$ cat config.mk
export PLATFORM = sky130hd
export DESIGN_NAME = bcc_unit
export DESIGN_NICKNAME = d
export VERILOG_FILES = /design/src/rtl/bcc_pkg.sv /design/src/rtl/bcc_decode.sv /design/src/rtl/bcc_cond.sv /design/src/rtl/bcc_target.sv /design/src/rtl/bcc_flagop.sv /design/src/rtl/bcc_unit.sv
export SDC_FILE = /design/constraint.sdc
export NUM_CORES = 1
export LEC_CHECK = 0
export CAP_MARGIN = 5
export CORE_MARGIN = 5
export CORE_UTILIZATION = 44
export DETAILED_ROUTE_END_ITERATION = 10
export GPL_TIMING_DRIVEN = 0
export PLACE_DENSITY = 0.8
export SLEW_MARGIN = 20
export SYNTH_ARGS = -nofsm -noshare
export SYNTH_HDL_FRONTEND = slang
export SYNTH_SLANG_ARGS = --single-unit
export TNS_END_PERCENT = 100
$ cat constraint.sdc
create_clock -name clk -period 3.2 [get_ports clk]
set_input_delay 0.64 -clock clk [delete_from_list [all_inputs] [get_ports clk]]
set_output_delay 0.64 -clock clk [all_outputs]
set_load 0.1 [all_outputs]
$ cat src/rtl/bcc_pkg.sv
package bcc_pkg;
  localparam int INSTR_W = 16;
  localparam int CODE_W  = 4;
  localparam int FLAG_W  = 4;

  typedef enum logic [1:0] {
    KIND_OTHER  = 2'd0,
    KIND_BRANCH = 2'd1,
    KIND_FLAGOP = 2'd2
  } kind_e;

  // Flag vector packing: index 3 = N, 2 = Z, 1 = V, 0 = C
  localparam int F_N = 3;
  localparam int F_Z = 2;
  localparam int F_V = 1;
  localparam int F_C = 0;
endpackage

$ cat src/rtl/bcc_decode.sv
module bcc_decode
  import bcc_pkg::*;
#(
  parameter int OFF_W = 8
) (
  input  logic [INSTR_W-1:0] instr,
  output kind_e              kind,
  output logic [CODE_W-1:0]  code,
  output logic [OFF_W-1:0]   offset,
  output logic               sense,
  output logic [FLAG_W-1:0]  mask
);
  localparam logic [10:0] FLAGOP_TAG = 11'b000_0000_0101;

  logic upper_clear;
  logic is_flagop;

  always_comb begin
    code        = {instr[15], instr[10:8]};
    offset      = instr[OFF_W-1:0];
    sense       = instr[4];
    mask        = instr[FLAG_W-1:0];
    upper_clear = (instr[14:11] == 4'b0000);
    is_flagop   = (instr[15:5] == FLAGOP_TAG);
    if (upper_clear && (code != '0))
      kind = KIND_BRANCH;
    else if (is_flagop)
      kind = KIND_FLAGOP;
    else
      kind = KIND_OTHER;
  end
endmodule

$ cat src/rtl/bcc_cond.sv
module bcc_cond
  import bcc_pkg::*;
(
  input  logic [CODE_W-1:0] code,
  input  logic [FLAG_W-1:0] flags,
  output logic              take
);
  logic n, z, v, c, nxv;

  always_comb begin
    n   = flags[F_N];
    z   = flags[F_Z];
    v   = flags[F_V];
    c   = flags[F_C];
    nxv = n ^ v;
    unique case (code)
      4'd1:    take = 1'b1;
      4'd2:    take = ~z;
      4'd3:    take = z;
      4'd4:    take = ~nxv;
      4'd5:    take = nxv;
      4'd6:    take = ~(z | nxv);
      4'd7:    take = z | nxv;
      4'd8:    take = ~n;
      4'd9:    take = n;
      4'd10:   take = ~c & ~z;
      4'd11:   take = c | z;
      4'd12:   take = ~v;
      4'd13:   take = v;
      4'd14:   take = ~c;
      4'd15:   take = c;
      default: take = 1'b0;
    endcase
  end
endmodule

$ cat src/rtl/bcc_target.sv
module bcc_target #(
  parameter int PC_W  = 16,
  parameter int OFF_W = 8
) (
  input  logic [PC_W-1:0]  pc,
  input  logic [OFF_W-1:0] offset,
  output logic [PC_W-1:0]  target
);
  localparam int EXT_W = PC_W - OFF_W - 1;

  logic [PC_W-1:0] byte_disp;

  generate
    if (EXT_W > 0) begin : g_ext
      assign byte_disp = {{EXT_W{offset[OFF_W-1]}}, offset, 1'b0};
    end else begin : g_trunc
      assign byte_disp = {offset[PC_W-2:0], 1'b0};
    end
  endgenerate

  assign target = pc + byte_disp;
endmodule

$ cat src/rtl/bcc_flagop.sv
module bcc_flagop
  import bcc_pkg::*;
(
  input  logic [FLAG_W-1:0] flags,
  input  logic              sense,
  input  logic [FLAG_W-1:0] mask,
  output logic [FLAG_W-1:0] result
);
  generate
    for (genvar i = 0; i < FLAG_W; i++) begin : g_bit
      assign result[i] = mask[i] ? sense : flags[i];
    end
  endgenerate
endmodule

$ cat src/rtl/bcc_unit.sv
module bcc_unit
  import bcc_pkg::*;
#(
  parameter int PC_W  = 16,
  parameter int OFF_W = 8
) (
  input  logic               clk,
  input  logic               rst,
  input  logic               in_valid,
  input  logic [INSTR_W-1:0] instr,
  input  logic [PC_W-1:0]    pc_next,
  input  logic [FLAG_W-1:0]  flags_in,
  output logic               taken_o,
  output logic [PC_W-1:0]    new_pc_o,
  output logic               flags_we_o,
  output logic [FLAG_W-1:0]  flags_o,
  output logic               unhandled_o
);
  kind_e             kind;
  logic [CODE_W-1:0] code;
  logic [OFF_W-1:0]  offset;
  logic              sense;
  logic [FLAG_W-1:0] mask;
  logic              cond_ok;
  logic [PC_W-1:0]   target;
  logic [FLAG_W-1:0] flag_res;

  bcc_decode #(.OFF_W(OFF_W)) u_dec (
    .instr(instr), .kind(kind), .code(code),
    .offset(offset), .sense(sense), .mask(mask)
  );

  bcc_cond u_cond (.code(code), .flags(flags_in), .take(cond_ok));

  bcc_target #(.PC_W(PC_W), .OFF_W(OFF_W)) u_tgt (
    .pc(pc_next), .offset(offset), .target(target)
  );

  bcc_flagop u_flg (
    .flags(flags_in), .sense(sense), .mask(mask), .result(flag_res)
  );

  logic take_now, flag_now, other_now;

  always_comb begin
    take_now  = in_valid && (kind == KIND_BRANCH) && cond_ok;
    flag_now  = in_valid && (kind == KIND_FLAGOP);
    other_now = in_valid && (kind == KIND_OTHER);
  end

  always_ff @(posedge clk) begin
    if (rst) begin
      taken_o     <= 1'b0;
      new_pc_o    <= '0;
      flags_we_o  <= 1'b0;
      flags_o     <= '0;
      unhandled_o <= 1'b0;
    end else begin
      taken_o     <= take_now;
      new_pc_o    <= take_now ? target : pc_next;
      flags_we_o  <= flag_now;
      flags_o     <= flag_now ? flag_res : flags_in;
      unhandled_o <= other_now;
    end
  end
endmodule

=== Word level (Yosys, flattened, before mapping) ===
Cells that the tools add are included.

* Register bits after elaboration: 23
* Output and inout bits: 23
* Logic and storage cells: 51

* $add $sub $neg: 1
* Equal/unequal tests: 18
* Mux-type cells: 9
* Bitwise operators: 10
* Reductions and logical operators: 8

{| class="wikitable"
|+ Operators with widths
! operator !! count
|-
| $eq A4 B4 Y1 const B || 8
|-
| $add A16 B16 Y16 || 1
|-
| $eq A4 B3 Y1 const B || 4
|-
| $mux W16 || 1
|-
| $pmux W1 S15 || 1
|-
| $eq A11 B3 Y1 const B || 1
|-
| $eq A4 B2 Y1 const B || 2
|-
| $not A1 Y1 || 6
|-
| $logic_and A1 B1 Y1 || 5
|-
| $eq A4 B1 Y1 const B || 1
|-
| $logic_not A4 Y1 || 1
|-
| $mux W1 || 4
|-
| $mux W2 || 2
|-
| $mux W4 || 1
|-
| $reduce_bool A4 Y1 || 1
|-
| $eq A2 B1 Y1 const B || 1
|-
| $eq A2 B2 Y1 const B || 1
|-
| $logic_not A2 Y1 || 1
|-
| $or A1 B1 Y1 || 2
|-
| $and A1 B1 Y1 || 1
|-
| $xor A1 B1 Y1 || 1
|}

=== Logic depth before layout (Yosys ltp) ===
* Word-level depth: 7
* Depth in mapped cells: 10

=== By module ===
From an unflattened synthesis, not the netlist that was laid out.

* Cell total of the unflattened synthesis: 217
* Area total of the unflattened synthesis: 1,980.6 um2

{| class="wikitable"
|+ By module, submodules not included
! module !! instances !! cells an instance !! area an instance (um2) !! seq. area each (um2)
|-
| bcc_unit || 1 || 95 || 1,003.5 || 460.4
|-
| bcc_target || 1 || 87 || 670.6 || 0.0
|-
| bcc_decode || 1 || 22 || 167.7 || 0.0
|-
| bcc_cond || 1 || 9 || 78.8 || 0.0
|-
| bcc_flagop || 1 || 4 || 60.1 || 0.0
|}

=== Least setup slack after synthesis ===
OpenSTA, ideal clock, no wires.

* Path type: input port to flip-flop
* From: input port instr[0]
* To: register new_pc_o[15]
* Setup time: 71 ps
* Arrival: 2,629 ps
* Data required time: 3,129 ps
* Setup slack: 500 ps
* Cell stages on the path: 10
* Path buffers: 0
* Cells stage by stage: ha_1 inv_1 fa_1 nand2b_1 a21oi_2 o311a_1 nor2_1 a32o_1 or4_1 a21oi_1

* Cells in the longest elaborated chain, start to end: 2

{| class="wikitable"
|+ Ends and longest elaborated chain
! element !! RTL line !! text
|-
| start: declaration || bcc_unit.sv:10 || <nowiki>input logic [INSTR_W-1:0] instr,</nowiki>
|-
| $add A16 B16 Y16 || bcc_target.sv:21 || <nowiki>assign target = pc + byte_disp;</nowiki>
|-
| $mux W16 || bcc_unit.sv:60 || <nowiki>new_pc_o <= take_now ? target : pc_next;</nowiki>
|-
| end signal: assignment || bcc_unit.sv:60 ||
|-
| end: declaration || bcc_unit.sv:14 || <nowiki>output logic [PC_W-1:0] new_pc_o,</nowiki>
|}

No other way between the ends.
A chain may end at the register's enable or synchronous reset.

=== Worst setup path in the final report ===
Ends and elaborated chain as after synthesis.

==> impl_metrics.tcl <==
set metrics [dict create \
    worst-setup-path-type "input port to flip-flop" \
    min_period_ps 3080 \
    required_ps 3390 \
    whs_path_depth 2 \
    syn_inst 191 \
    finalHoldViolations 0 \
    grt_setup_unrepaired "no" \
    maxCapViolCount 0 \
    layout_setup_ws_ps 125 \
    drv_slew 0 \
    power_density_nw_per_um2 361 \
    area_growth_pct 45.1 \
    wl_per_cell_um 13.1 \
    maxSlewHeadroom_pct 32.3 \
    ctsHoldBuffers 0 \
    track_usage_pct 16.6 \
    critPathCaptureType "flip-flop" \
    cts_max_level 1 \
    ys.flop_type "dfxtp_1" \
    synthesis.nets 245 \
    clockBufferDepth 2 \
    path_max_fanout 3 \
    synth_most_common_cell "dfxtp_1" \
    ys_top_cells_by_count "dfxtp_1 (23), nor2_1 (22), a21oi_1 (16)" \
    initial_utilization_pct 44.9 \
    max_freq_mhz 325 \
    hold_class "input port to flip-flop" \
    path_clk_slew_ps 80 \
    p_seq_share_pct 35.6 \
    switching_share_pct 37.9 \
    slowest_stage "clkdlybuf4s50_1" \
    numCtsBuffers 3 \
    clock_tree.root_cell "clkbuf_8" \
    grt_pass1_vias 1565 \
    worstMarginPinSlew_ps 1010 \
    die_area_sq_um 5030 \
    comb_power_share_pct 43.5 \
    port-buffer-count 61 \
    crit_arrival_ps 3270 \
    ys_seq_area_share_pct 28.2 \
    crit_path_cell_trace "clkdlybuf4s50_1, ha_1, inv_1, fa_2, nand2b_4, a21oi_2, o311a_1, nor2_1, a32o_1, or4_1, a21oi_1" \
    grt_pass1_wl_um 6830 \
    switchingPower_uw 324 \
    clkSinkCount 23 \
    rows 22 \
    die_x_um 70.9 \
    core_area_sq_um 3630 \
    drtPass1Iterations 4 \
    routed_wl_um 3990 \
    final_nets 312 \
    synth_top_cell_by_area "dfxtp_1" \
    grt_start_max_net_pins 14 \
    critical-path-max-stage-delay_ps 520 \
    crit_path_start_kind "input port" \
    netlist_area_sq_um 1630 \
    vias_per_cell 5.20 \
    intPower_uw 531 \
    synth_top_area_share_pct 28.2 \
    gp_congestion 0.808 \
    grt_antenna_before_repair 0 \
    ant_nets 0 \
    syn_area_per_cell_sq_um 8.55 \
    synth_edf_count 0 \
    status "complete, no violations" \
    ys_seq_elements 23 \
    report.power.total_uw 855 \
    cts_tree "built" \
    pre_cts_slack_ps -262 \
    io_pins 62 \
    synthArstFlopShare_pct 0 \
    synth.yosys.warnings 0 \
    p_leak_nw 1.06 \
    gr-total-overflow 0 \
    final_layout_size_suffix_gt1_share_pct 6.23 \
    drc 0 \
    drtIter0Drc 87 \
    ir_worst_vdd_v 0.000177 \
    fin_crit_sh_pct 96.1 \
    ys_top_cells_by_area "dfxtp_1 (28%), ha_1 (11%), mux2i_1 (8.0%), xnor2_1 (5.4%), nor2_1 (5.1%)" \
    post-dp-hpwl_um 3270 \
    setup_viol 0 \
    synthDistinctLibCells 42 \
    power_frac_clock_pct 20.9 \
    holdWs_ps 935 \
    vias 1585 \
    setup_tns_ps 0 \
    antenna_cells 0 \
    die_y_um 70.9 \
]
-- critical path: cells and delay by family --
family,cells,cell delay (ps)
AND/OR/NAND/NOR,3,710
buffers and inverters,2,580
adder cells (fa/ha/maj),2,530
AO/OA/AOI/OAI,4,800
-- cells in the final DEF (no fill, tap or decap), drive strengths merged, types with 2 or more instances in the layout --
master | netlist | routed
o2111a | 2 | 2
ha | 14 | 14
xor2 | 3 | 3
clkbuf | 4 | 7
clkdlybuf4s50 | 0 | 60
and3 | 2 | 2
nor4 | 3 | 3
o31ai | 2 | 2
nor3 | 3 | 3
or4 | 2 | 2
inv | 9 | 9
nand2b | 4 | 4
mux2i | 13 | 13
nor2 | 23 | 23
dfxtp | 23 | 23
nor2b | 2 | 2
nand2 | 16 | 16
xnor2 | 10 | 10
nand4 | 3 | 3
o21ai | 3 | 3
a211oi | 4 | 4
and2 | 2 | 2
buf | 1 | 2
o211ai | 3 | 3
a21oi | 18 | 18
nand3 | 6 | 6
a21o | 7 | 7
-- timing repair --
item / CTS / global route
buffers inserted: 0 / 1
endpoints found under the setup margin: 0 / 1
resized for setup: 0 / 3
-- layout make-up --
type                       instances  area, sq um
fill                             314         1260
multi-input combinational        154         1130
timing repair buffer              62          621
sequential                        23          460
tap                               48         60.1
clock buffer                       3         41.3
inverter                           9         33.8
buffer                             5         22.5
clock inverter                     1         5.00
-- sequential cells by signal, indices dropped and copies added (netlist names) --
register and count:
new_pc_o 16, flags_o 4, unhandled_o 1, taken_o 1, flags_we_o 1
-- power by group through the flow --
stage,logic [mW],clock network (mW),registers (mW)
3_3_place_gp,0.364,0,0.311
3_5_place_dp,0.369,0,0.311
6_report,0.372,0.179,0.304
2_1_floorplan,0.142,0,0.422
4_1_cts,0.370,0.183,0.304
5_1_grt,0.401,0.193,0.307
-- final timing paths --
kind | slack [ps] | end | startpoint
max | 120 | new_pc_o[15] | instr[0]
min | 940 | new_pc_o[0] | pc_next[0]
-- layer usage --
layer  wire, um  global-route usage, %  up-vias
li1           -                      -      818
met1       1750                   19.2      716
met5          0                      0        -
met4         58                   5.22        0
met2       1940                   30.0       47
met3        241                   3.98        4
-- stage by stage --
step,instances,cell area [sq um],utilization (%)
finish,305,2370,65.2
global route,305,2370,65.2
CTS,304,2350,64.7
detailed placement,300,2300,63.4
global placement,300,2300,63.4
floorplan,191,1630,-
-- cells by family (layout without fill, tap and decap cells) --
logic type | count (synthesis) | count (layout) | synth area share (%)
buffers and inverters | 14 | 80 | 3.45
adder cells (fa/ha/maj) | 15 | 15 | 12.0
AO/OA/AOI/OAI | 45 | 45 | 19.1
flip-flops | 23 | 23 | 28.2
AND/OR/NAND/NOR | 68 | 68 | 22.4
XOR/XNOR | 13 | 13 | 6.97
multiplexers | 13 | 13 | 7.97
Note: power is estimated with default switching activity, not from simulation.
